## src/rtl/gobswz_pkg.sv

```systemverilog
package gobswz_pkg;
    // tile geometry
    localparam int TILE_W_LOG2    = 6;
    localparam int TILE_H_LOG2    = 3;
    localparam int TILE_BYTES_LOG2 = TILE_W_LOG2 + TILE_H_LOG2;
    localparam int SECT_W_LOG2    = 4;
    // stacking exponent
    localparam int LOG2H_W        = 4;
    localparam int LOG2H_MAX      = 5;
endpackage

```

## src/rtl/gobswz_intra.sv

```systemverilog
// Byte position inside one 512-byte tile: row-major 16x2 sectors in Z order.
module gobswz_intra
    import gobswz_pkg::*;
(
    input  logic [TILE_W_LOG2-1:0]     x_lo,
    input  logic [TILE_H_LOG2-1:0]     y_lo,
    output logic [TILE_BYTES_LOG2-1:0] off
);
    localparam int ZPAIRS = TILE_H_LOG2;

    assign off[SECT_W_LOG2-1:0] = x_lo[SECT_W_LOG2-1:0];

    // alternate line bit and column bit, line bit first
    for (genvar k = 0; k < ZPAIRS; k++) begin : g_z
        assign off[SECT_W_LOG2 + 2*k] = y_lo[k];
        if (SECT_W_LOG2 + k < TILE_W_LOG2) begin : g_xbit
            assign off[SECT_W_LOG2 + 2*k + 1] = x_lo[SECT_W_LOG2 + k];
        end
    end
endmodule

```

## src/rtl/gobswz_place.sv

```systemverilog
// Tile-in-block and block placement part of the offset.
module gobswz_place
    import gobswz_pkg::*;
#(
    parameter int X_W   = 16,
    parameter int Y_W   = 16,
    parameter int WB_W  = 10,
    parameter int OFF_W = 48
) (
    input  logic [X_W-1:0]     x,
    input  logic [Y_W-1:0]     y,
    input  logic [WB_W-1:0]    width_blk,
    input  logic [LOG2H_W-1:0] log2h,
    output logic [OFF_W-1:0]   coarse
);
    localparam int SH_W = 5;

    logic [SH_W-1:0]  row_sh;
    logic [SH_W-1:0]  blk_sh;
    logic [Y_W-1:0]   tile_row;
    logic [Y_W-1:0]   stack_mask;
    logic [Y_W-1:0]   tile_sel;
    logic [Y_W-1:0]   blk_row;
    logic [OFF_W-1:0] blk_idx;

    always_comb begin
        row_sh     = SH_W'(TILE_H_LOG2) + SH_W'(log2h);
        blk_sh     = SH_W'(TILE_BYTES_LOG2) + SH_W'(log2h);
        tile_row   = y >> TILE_H_LOG2;
        stack_mask = (Y_W'(1) << log2h) - Y_W'(1);
        tile_sel   = tile_row & stack_mask;
        blk_row    = y >> row_sh;
        blk_idx    = OFF_W'(blk_row) * OFF_W'(width_blk) + OFF_W'(x >> TILE_W_LOG2);
        coarse     = (blk_idx << blk_sh) + (OFF_W'(tile_sel) << TILE_BYTES_LOG2);
    end
endmodule

```

## src/rtl/gobswz_top.sv

```systemverilog
module gobswz_top
    import gobswz_pkg::*;
#(
    parameter int X_W       = 16,
    parameter int Y_W       = 16,
    parameter int CNT_W     = 10,
    parameter int WB_W      = 10,
    parameter int OFF_W     = 48,
    parameter int STEP_LOG2 = SECT_W_LOG2
) (
    input  logic               clk,
    input  logic               rst_n,
    input  logic               req_valid,
    output logic               req_ready,
    input  logic               req_scan,
    input  logic [X_W-1:0]     req_x,
    input  logic [Y_W-1:0]     req_y,
    input  logic [CNT_W-1:0]   req_cols,
    input  logic [CNT_W-1:0]   req_rows,
    input  logic [WB_W-1:0]    req_width_blk,
    input  logic [LOG2H_W-1:0] req_log2h,
    output logic               rsp_valid,
    input  logic               rsp_ready,
    output logic [OFF_W-1:0]   rsp_offset,
    output logic               rsp_err,
    output logic               rsp_last
);
    localparam logic [X_W-1:0] STEP = X_W'(1) << STEP_LOG2;

    typedef struct packed {
        logic               busy;
        logic [X_W-1:0]     cur_x;
        logic [Y_W-1:0]     cur_y;
        logic [X_W-1:0]     base_x;
        logic [CNT_W-1:0]   col;
        logic [CNT_W-1:0]   row;
        logic [CNT_W-1:0]   cols;
        logic [CNT_W-1:0]   rows;
        logic [WB_W-1:0]    width;
        logic [LOG2H_W-1:0] log2h;
        logic               rv;
        logic [OFF_W-1:0]   roff;
        logic               rerr;
        logic               rlast;
    } st_t;

    st_t st_d, st_q;

    logic               out_free;
    logic               accept;
    logic               bad_log2h;
    logic [X_W-1:0]     sel_x, sel_base, nxt_x;
    logic [Y_W-1:0]     sel_y, nxt_y;
    logic [CNT_W-1:0]   sel_col, sel_row, sel_cols, sel_rows, nxt_col, nxt_row;
    logic [WB_W-1:0]    sel_w;
    logic [LOG2H_W-1:0] sel_v;
    logic               is_final;
    logic [TILE_BYTES_LOG2-1:0] fine_off;
    logic [OFF_W-1:0]   coarse_off;
    logic [OFF_W-1:0]   point_off;

    // point selection: stored walk position or the incoming request
    always_comb begin
        if (st_q.busy) begin
            sel_x    = st_q.cur_x;
            sel_y    = st_q.cur_y;
            sel_base = st_q.base_x;
            sel_col  = st_q.col;
            sel_row  = st_q.row;
            sel_cols = st_q.cols;
            sel_rows = st_q.rows;
            sel_w    = st_q.width;
            sel_v    = st_q.log2h;
        end else begin
            sel_x    = req_x;
            sel_y    = req_y;
            sel_base = req_x;
            sel_col  = '0;
            sel_row  = '0;
            sel_cols = req_scan ? req_cols : '0;
            sel_rows = req_scan ? req_rows : '0;
            sel_w    = req_width_blk;
            sel_v    = req_log2h;
        end
    end

    gobswz_intra u_intra (
        .x_lo (sel_x[TILE_W_LOG2-1:0]),
        .y_lo (sel_y[TILE_H_LOG2-1:0]),
        .off  (fine_off)
    );

    gobswz_place #(
        .X_W   (X_W),
        .Y_W   (Y_W),
        .WB_W  (WB_W),
        .OFF_W (OFF_W)
    ) u_place (
        .x         (sel_x),
        .y         (sel_y),
        .width_blk (sel_w),
        .log2h     (sel_v),
        .coarse    (coarse_off)
    );

    assign point_off = coarse_off + OFF_W'(fine_off);

    // walk order: columns inner, rows outer
    always_comb begin
        is_final = (sel_col == sel_cols) && (sel_row == sel_rows);
        if (sel_col == sel_cols) begin
            nxt_x   = sel_base;
            nxt_y   = sel_y + Y_W'(1);
            nxt_col = '0;
            nxt_row = sel_row + CNT_W'(1);
        end else begin
            nxt_x   = sel_x + STEP;
            nxt_y   = sel_y;
            nxt_col = sel_col + CNT_W'(1);
            nxt_row = sel_row;
        end
    end

    assign out_free  = !st_q.rv || rsp_ready;
    assign req_ready = !st_q.busy && out_free;
    assign accept    = req_valid && req_ready;
    assign bad_log2h = req_log2h > LOG2H_W'(LOG2H_MAX);

    always_comb begin
        st_d = st_q;
        if (out_free) begin
            st_d.rv = 1'b0;
            if (st_q.busy || (accept && !bad_log2h)) begin
                st_d.rv     = 1'b1;
                st_d.roff   = point_off;
                st_d.rerr   = 1'b0;
                st_d.rlast  = is_final;
                st_d.busy   = !is_final;
                st_d.cur_x  = nxt_x;
                st_d.cur_y  = nxt_y;
                st_d.col    = nxt_col;
                st_d.row    = nxt_row;
                st_d.base_x = sel_base;
                st_d.cols   = sel_cols;
                st_d.rows   = sel_rows;
                st_d.width  = sel_w;
                st_d.log2h  = sel_v;
            end else if (accept) begin
                st_d.rv    = 1'b1;
                st_d.roff  = '0;
                st_d.rerr  = 1'b1;
                st_d.rlast = 1'b1;
                st_d.busy  = 1'b0;
            end
        end
    end

    always_ff @(posedge clk or negedge rst_n) begin
        if (!rst_n) begin
            st_q <= '0;
        end else begin
            st_q <= st_d;
        end
    end

    assign rsp_valid  = st_q.rv;
    assign rsp_offset = st_q.roff;
    assign rsp_err    = st_q.rerr;
    assign rsp_last   = st_q.rlast;


    rsp_hold_chk: assert property (@(posedge clk) disable iff (!rst_n)
        rsp_valid && !rsp_ready |=> rsp_valid && $stable(rsp_offset)
                                    && $stable(rsp_err) && $stable(rsp_last));


    rsp_latency_chk: assert property (@(posedge clk) disable iff (!rst_n)
        req_valid && req_ready |=> rsp_valid);


    bad_log2h_chk: assert property (@(posedge clk) disable iff (!rst_n)
        req_valid && req_ready && (req_log2h > LOG2H_W'(LOG2H_MAX))
        |=> rsp_err && rsp_last && (rsp_offset == '0));


    single_last_chk: assert property (@(posedge clk) disable iff (!rst_n)
        req_valid && req_ready && !req_scan |=> rsp_last);


    sector_bytes_chk: assert property (@(posedge clk) disable iff (!rst_n)
        req_valid && req_ready && !bad_log2h
        |=> rsp_offset[SECT_W_LOG2-1:0] == $past(req_x[SECT_W_LOG2-1:0]));
endmodule

```

## config.mk

```make
export PLATFORM = sky130hd
export DESIGN_NAME = gobswz_top
export DESIGN_NICKNAME = d
export VERILOG_FILES = /design/src/rtl/gobswz_pkg.sv /design/src/rtl/gobswz_intra.sv /design/src/rtl/gobswz_place.sv /design/src/rtl/gobswz_top.sv
export SDC_FILE = /design/constraint.sdc
export NUM_CORES = 1
export LEC_CHECK = 0
export BUFFER_PORTS_ARGS = -buffer_cell sky130_fd_sc_hd__buf_2
export CAP_MARGIN = 10
export CORE_MARGIN = 4
export CORE_UTILIZATION = 55
export DETAILED_ROUTE_END_ITERATION = 7
export PLACE_DENSITY = 0.76
export RECOVER_POWER = 100
export REMOVE_ABC_BUFFERS = 1
export SETUP_SLACK_MARGIN = 0.1
export SYNTH_ARGS = -nofsm -noshare
export SYNTH_HDL_FRONTEND = slang
export SYNTH_SLANG_ARGS = --single-unit
```

## constraint.sdc

```tcl
create_clock -name clk -period 10.6 [get_ports clk]
set_input_delay 1.59 -clock clk [delete_from_list [all_inputs] [get_ports clk]]
set_output_delay 1.59 -clock clk [all_outputs]
set_load 0.01 [all_outputs]
```

==> results.yml, run 1 <==
outcome:
  status: "complete, but fails checks"
  violations: "capacitance limit, slew limit"
synthesis:
  syn_avg_cell_area_sq_um: 7.94
  syn_area_sq_um: 18200
  ys_async_sr_fraction_pct: 100
  syn_inst: 2292
  synth_edf_count: 0
  synth_cell_types: 98
  yosysWarnings: 0
  ys_seq_area_share_pct: 21.2
  synth-main-ff-cell: "dfrtp_1"
  ys_seq_elements: 154
sta:
  maxSlewViolCount: 359
  fin_skew_ns: 0.0250
  maxClockFrequency_ghz: 0.0973
  fin_crit_sh_pct: 97.0
  relSlewSlack_pct: -226
  tns_ns: 0
  worstMarginPinSlew_ns: 4.90
  period_needed_ns: 10.28
  fin_ws_ns: 0.322
  setup_viol: 0
  finalHoldViolations: 0
  whs_ns: 0.472
clock_tree:
  ctsHoldBuffers: 0
  clockBufferDepth: 2
  clkTransAtPathRegs_ns: 0.07
  clkSinkCount: 154
  cts-root-buf: "clkbuf_16"
  cts_tree: "built"
  htreeDepth: 4
  clock_latency_ns: 0.47
  numCtsBuffers: 17
worst_hold_path:
  whs_endpoint: "rsp_offset[45]"
  hold_class: "reg -> reg"
  min_delay_path_depth: 2
  min-delay-start: "rsp_offset[45]"
die:
  die_h_um: 190
  die-area_sq_um: 36000
  start_util_pct: 55.8
  die_w_um: 190
  io_pins: 123
  fp.coreArea_sq_um: 32600
  row_count: 66
setup_path:
  critPathMaxStageDelay_ns: 0.52
  cp-start-kind: "primary input"
  worst-path-buf-inv: 8
  crit_path_top_delay_cell: "fa_1"
  crit_arrival_ns: 10.63
  critPathRequiredTime_ns: 10.95
  cpMostUsedCell: "fa_1"
  r2r_end: "rsp_offset[33]"
  cp-end-kind: "flip-flop"
  rrSetupSlack_ns: 0.58
  crit_type: "in -> reg"
  cp_top_family: "compound AO/OA/AOI/OAI gates"
  crit_path_max_fanout: 9
  timing.rr.start: "st_q[153]"
  reg2regPathDepth: 41
layout:
  areaGrowthSynthToFinish_pct: 23.2
  antennaDiodeCount: 0
  nNetsFinal: 2915
  fillers: 2777
  fin_util_pct: 68.7
  drive_gt1_share_pct: 24.0
drt:
  drt_wl_total_mm: 63.3
  drtIter0Drc: 1518
  drcViolationCount: 0
  firstDrtPassIters: 6
  vias: 18700
  routed_via_density: 6.04
  post_drt_wl_per_cell_um: 20.4
  ant_nets: 0
grt:
  first_global_vias: 18600
  grt_pass1_wl_mm: 100
  grt_max_degree: 91
  grtUsageTotal_pct: 34.9
  overflow: 0
  antenna_found_initial: 0
placement:
  place_ws_ns: -0.557
  dp_hpwl_mm: 49.4
  portBuffers: 122
  place.gp.congestion: 1.01
job:
  drv_cap: 5
## per-layer routing
metal,part of all wire [%],wire [um],GRT usage [%]
met1,42,26400,45.3
met2,47,29600,57.4
met3,5.6,3540,4.26
met4,5.9,3720,18.5
met5,0,0,0
## repair_timing
action                     in CTS  in global routing
resized for setup              10                105
setup buffers                   1                 10
setup endpoints to repair      18                 27
pin swaps                       1                 36
gates cloned                    0                  1
## worst register-to-register path, delay by kind of cell, from the launching register on
| family | cells | cell delay (ns) |
|---|---|---|
| adders and majority gates | 7 | 3.12 |
| AOI/OAI and AO/OA | 12 | 2.44 |
| and+or+nand+nor | 11 | 1.77 |
| buffers and inverters | 10 | 1.45 |
| DFF | 1 | 0.72 |
| muxes | 1 | 0.41 |
## kinds of logic after synthesis
| group | after synthesis | share of synthesized area (%) |
|---|---|---|
| buffers and inverters | 322 | 8.00 |
| DFF | 154 | 21.2 |
| muxes | 87 | 5.14 |
| xor gates and xnor gates | 92 | 4.47 |
| adders and majority gates | 201 | 17.9 |
| and+or+nand+nor | 853 | 21.8 |
| AOI/OAI and AO/OA | 583 | 21.5 |
## worst max-delay path by stage
stage | start | cells after the start | slack [ns] | end
finish | req_log2h[1] | 41 | 0.32 | rsp_offset[37]
global route | req_log2h[1] | 44 | -0.03 | rsp_offset[37]
CTS | req_log2h[1] | 41 | 0.08 | rsp_offset[37]
detailed placement | req_log2h[1] | 43 | -0.56 | rsp_offset[36]
global placement | req_log2h[0] | 39 | -0.54 | rsp_offset[36]
floorplan | st_q[153] | 34 | -3.23 | rsp_offset[34]
## flip-flops by register name (all words and copies together), names as in the netlist
| register | count |
|---|---|
| rsp_valid | 1 |
| st_q | 103 |
| rsp_last | 1 |
| rsp_offset | 48 |
| rsp_err | 1 |
## through the flow
stage                     instance area, sq um  cells
final                                    22400   3098
after global routing                     22400   3098
after CTS                                22000   3087
after detailed placement                 21300   3054
after global placement                   21300   3054
after floorplan                          17300   2120
## layout make-up
cell class / count / area, sq um / share of cell area, %
clock inverter: 13 / 178 / 0.793
timing repair buffer: 504 / 3430 / 15.3
multi-input combinational: 1816 / 13400 / 59.7
tap: 442 / 553 / 2.47
clock buffer: 19 / 443 / 1.98
inverter: 150 / 566 / 2.52
sequential: 154 / 3860 / 17.2
## placed cells by master, fill, tap and decap left out, drive strengths merged, types with 8 or more instances in the layout
| cell | synthesis | final |
|---|---|---|
| a211oi | 22 | 22 |
| a21o | 34 | 34 |
| a21oi | 120 | 120 |
| a221oi | 8 | 8 |
| a22o | 8 | 8 |
| a31oi | 18 | 18 |
| a32o | 14 | 14 |
| and2 | 25 | 25 |
| and3 | 13 | 13 |
| and4 | 11 | 11 |
| buf | 87 | 444 |
| clkbuf | 85 | 79 |
| clkinv | 5 | 8 |
| dfrtp | 154 | 154 |
| fa | 98 | 98 |
| ha | 103 | 103 |
| inv | 145 | 151 |
| mux2 | 41 | 41 |
| mux2i | 45 | 45 |
| nand2 | 329 | 329 |
| nand2b | 19 | 19 |
| nand3 | 61 | 61 |
| nand4 | 35 | 35 |
| nor2 | 212 | 212 |
| nor2b | 18 | 18 |
| nor3 | 45 | 45 |
| nor4 | 24 | 24 |
| o211ai | 21 | 21 |
| o21a | 15 | 15 |
| o21ai | 165 | 165 |
| o221ai | 9 | 9 |
| o22ai | 21 | 21 |
| o31ai | 26 | 26 |
| or2 | 14 | 14 |
| or3 | 22 | 22 |
| or4 | 13 | 13 |
| xnor2 | 44 | 44 |
| xor2 | 48 | 48 |
## cells in the mapped netlist (11+ instances only)
| cell | instances | area share, % |
|---|---|---|
| a21o_1 | 33 | 1.4 |
| nor3_1 | 42 | 1.2 |
| nand2_1 | 329 | 6.8 |
| xnor2_1 | 43 | 2.1 |
| o22ai_1 | 20 | 0.69 |
| o21ai_0 | 155 | 4.3 |
| and3_1 | 13 | 0.45 |
| buf_1 | 13 | 0.27 |
| nor2_1 | 212 | 4.4 |
| and4_1 | 11 | 0.53 |
| and2_1 | 22 | 0.76 |
| o21a_1 | 15 | 0.62 |
| a32o_1 | 14 | 0.77 |
| fa_1 | 98 | 11 |
| buf_4 | 49 | 2.0 |
| or2_2 | 11 | 0.38 |
| a211oi_1 | 18 | 0.74 |
| nand3_1 | 61 | 1.7 |
| buf_2 | 20 | 0.55 |
| or3_1 | 22 | 0.76 |
| or4_1 | 13 | 0.54 |
| inv_1 | 144 | 3.0 |
| nor4_1 | 22 | 0.76 |
| clkbuf_1 | 85 | 1.8 |
| xor2_1 | 48 | 2.3 |
| ha_1 | 103 | 7.1 |
| mux2_2 | 40 | 2.5 |
| dfrtp_1 | 154 | 21 |
| a31oi_1 | 17 | 0.58 |
| a21oi_1 | 119 | 3.3 |
| nor2b_1 | 18 | 0.62 |
| nand4_1 | 35 | 1.2 |
| nand2b_1 | 19 | 0.65 |
| mux2i_1 | 45 | 2.5 |
| o211ai_1 | 21 | 0.87 |
| o31ai_1 | 26 | 1.1 |
Power of run 1 is left out: the tool's default activity adds up to more than one toggle a clock period on the data nets, which glitch-free logic cannot reach.
==> run 2: changes to the inputs <==
--- a/config.mk
+++ b/config.mk
@@ -5,12 +5,12 @@
 export SDC_FILE = /design/constraint.sdc
 export NUM_CORES = 1
 export LEC_CHECK = 0
+export ABC_AREA = 1
 export BUFFER_PORTS_ARGS = -buffer_cell sky130_fd_sc_hd__buf_2
 export CAP_MARGIN = 10
 export CORE_MARGIN = 4
-export CORE_UTILIZATION = 55
+export CORE_UTILIZATION = 45
 export DETAILED_ROUTE_END_ITERATION = 7
-export PLACE_DENSITY = 0.76
 export RECOVER_POWER = 100
 export REMOVE_ABC_BUFFERS = 1
 export SETUP_SLACK_MARGIN = 0.1
==> constraint.sdc (replaced) <==
create_clock -name clk -period 8.7 [get_ports clk]
set_input_delay 1.305 -clock clk [delete_from_list [all_inputs] [get_ports clk]]
set_output_delay 1.305 -clock clk [all_outputs]
set_load 0.01 [all_outputs]
==> run 2 against run 1 <==
  * The flow still finishes with violations (capacitance limit, slew limit)
  * Clock skew fell by 0.016 ns
  * Synthesized cell count rose by 20%
  * Global-route usage shrank 9.6 points
  * Utilization decreased by 10 points
  * Critical endpoint is now rsp_offset[32]
  * Synthesized area rose by 0.47%
==> results.yml, run 2 <==
setup_path:
  rrSetupSlack_ns: 0.51
  critPathMaxStageDelay_ns: 0.50
  crit_path_top_delay_cell: "fa_1"
  reg2regPathDepth: 49
  crit_type: "in -> reg"
  cpMostUsedCell: "nand2_1"
  crit_arrival_ns: 8.74
  cp-end-kind: "flip-flop"
  timing.rr.start: "st_q[153]"
  crit_path_max_fanout: 8
  critPathRequiredTime_ns: 9.05
  r2r_end: "rsp_offset[32]"
  cp-start-kind: "primary input"
drt:
  routed_via_density: 5.18
  vias: 18700
  firstDrtPassIters: 5
  post_drt_wl_per_cell_um: 15.8
  ant_nets: 0
  drt_wl_total_mm: 57.0
  drtIter0Drc: 1370
  drcViolationCount: 0
grt:
  use_met2_pct: 42.1
  grt_busiest_layer: "met2"
  grt_max_degree: 97
  overflow: 0
  grt_pass1_wl_mm: 91.6
  grtUsageTotal_pct: 25.3
  antenna_found_initial: 0
  first_global_vias: 18200
  grt_use_met3_pct: 3.78
  met1_usage_pct: 35.3
placement:
  place_ws_ns: -0.753
  placed_area_sq_um: 21000
  dp_hpwl_mm: 43.6
  place.gp.congestion: 0.925
  portBuffers: 122
synthesis:
  yosysWarnings: 0
  yosysMostFrequentCell: "nand2_1"
  ys_async_sr_fraction_pct: 100
  syn_area_sq_um: 18300
  syn_inst: 2746
  synth_common_cells: "nand2_1 (755), inv_1 (378), nand3_1 (284)"
  synth_cell_types: 61
  ys_seq_elements: 154
  ys_seq_area_share_pct: 21.1
  synth_top_area_share_pct: 21.1
  synth_edf_count: 0
  synth-main-ff-cell: "dfrtp_1"
  yosysTopAreaCell: "dfrtp_1"
  syn_avg_cell_area_sq_um: 6.66
  synth_area_leaders: "dfrtp_1 (21%), nand2_1 (16%), fa_1 (11%), nand3_1 (7.8%), inv_1 (7.8%)"
sta:
  worstMarginPinSlew_ns: 4.97
  rsz0062_at_grt: "true"
  fin_skew_ns: 0.00934
  relSlewSlack_pct: -231
  whs_ns: 0.475
  fin_ws_ns: 0.311
  period_needed_ns: 8.39
  fin_crit_sh_pct: 96.4
  finalHoldViolations: 0
  maxClockFrequency_ghz: 0.119
  setup_viol: 0
  maxSlewViolCount: 382
die:
  die_w_um: 210
  io_pins: 123
  fp.coreArea_sq_um: 39900
  die-area_sq_um: 43900
  start_util_pct: 45.8
  row_count: 73
  die_h_um: 210
layout:
  fin_util_pct: 58.6
  antennaDiodeCount: 0
  largest_reg_flops: 103
  multi_input_area_sq_um: 13600
  final_common_cell: "nand2_1"
  nNetsFinal: 3348
  stdcell_area_sq_um: 23400
  regMostFlops: "st_q"
  ff_latch_area_sq_um: 3850
  areaGrowthSynthToFinish_pct: 28.0
  fillers: 3823
  layout_common_cells: "nand2_1 (651), inv_1 (356), buf_4 (318)"
  drive_gt1_share_pct: 27.6
outcome:
  status: "complete, but fails checks"
  violations: "capacitance limit, slew limit"
clock_tree:
  clockBufferDepth: 2
  clkTransAtPathRegs_ns: 0.06
  htreeDepth: 4
  cts-root-buf: "clkbuf_16"
  cts_tree: "built"
  numCtsBuffers: 17
  clock_latency_ns: 0.47
  clkSinkCount: 154
worst_hold_path:
  hold_class: "reg -> reg"
  min_delay_path_depth: 2
  min-delay-start: "st_q[127]"
  whs_endpoint: "st_q[127]"
job:
  drv_cap: 5
[run 2: changes by cell type in the layout (fill, tap and decap cells not counted), moves of 37 or more]
| cell | delta |
|---|---|
| buf_4 | -53 |
| inv_1 | +214 |
| mux2_2 | -40 |
| mux2i_1 | -37 |
| nand2_1 | +323 |
| nand2_2 | +103 |
| nand3_1 | +150 |
| nand3_2 | +70 |
[run 2: per-stage QoR]
stage,setup TNS [ns],instances
2_1_floorplan,-54.16,2597
3_3_place_gp,-18.70,3552
3_5_place_dp,-21.10,3552
4_1_cts,0,3587
5_1_grt,-0.306,3613
6_report,0,3613
[run 2: worst max-delay path by stage]
stage	start	end	slack, ns	cells past startpoint
detailed placement	req_log2h[0]	rsp_offset[30]	-0.75	44
floorplan	st_q[153]	rsp_offset[44]	-1.64	48
global placement	req_y[9]	rsp_offset[38]	-0.67	45
global route	req_log2h[0]	rsp_offset[32]	-0.08	46
CTS	req_log2h[0]	rsp_offset[32]	0.09	51
finish	req_log2h[0]	rsp_offset[32]	0.31	49
[run 2: area by class of cell]
class,count,area share (%)
Clock buffer,21,2.05
Clock inverter,10,0.497
Inverter,394,6.43
Multi-Input combinational cell,2049,58.3
Sequential cell,154,16.5
Tap cell,525,2.81
Timing Repair Buffer,459,13.4
Timing Repair inverter,1,0.0267
[run 2: routing by layer]
layer,vias up,share of wire (%)
met5,-,0
met4,0,1.5
met3,58,4.6
met2,414,47
met1,8892,47
li1,9355,-
[run 2: kinds of logic (layout without fill, tap and decap cells)]
family | count (synthesis) | after routing | share of synthesized area [%]
AND/OR/NAND/NOR | 1400 | 1400 | 33.5
XOR/XNOR | 68 | 68 | 3.26
AO/OA/AOI/OAI | 377 | 377 | 11.4
flip-flops | 154 | 154 | 21.1
adder cells (fa/ha/maj) | 201 | 201 | 17.8
multiplexers | 3 | 3 | 0.164
buffers and inverters | 543 | 885 | 12.8
[run 2: timing repair]
action	in CTS	in global routing
gates resized for setup	53	386
hold buffers	0	0
pin swaps	8	172
buffers inserted	3	24
setup endpoints to repair	31	38
cloned	1	2
[run 2: worst max-delay path: cells and delay by family]
kind	cells	cell delay [ns]
xor+xnor	1	0.15
fa+ha+maj	7	2.96
buf+inv	11	1.06
compound gates	8	1.12
simple gates	22	2.13
Power of run 2 is left out for the same reason.
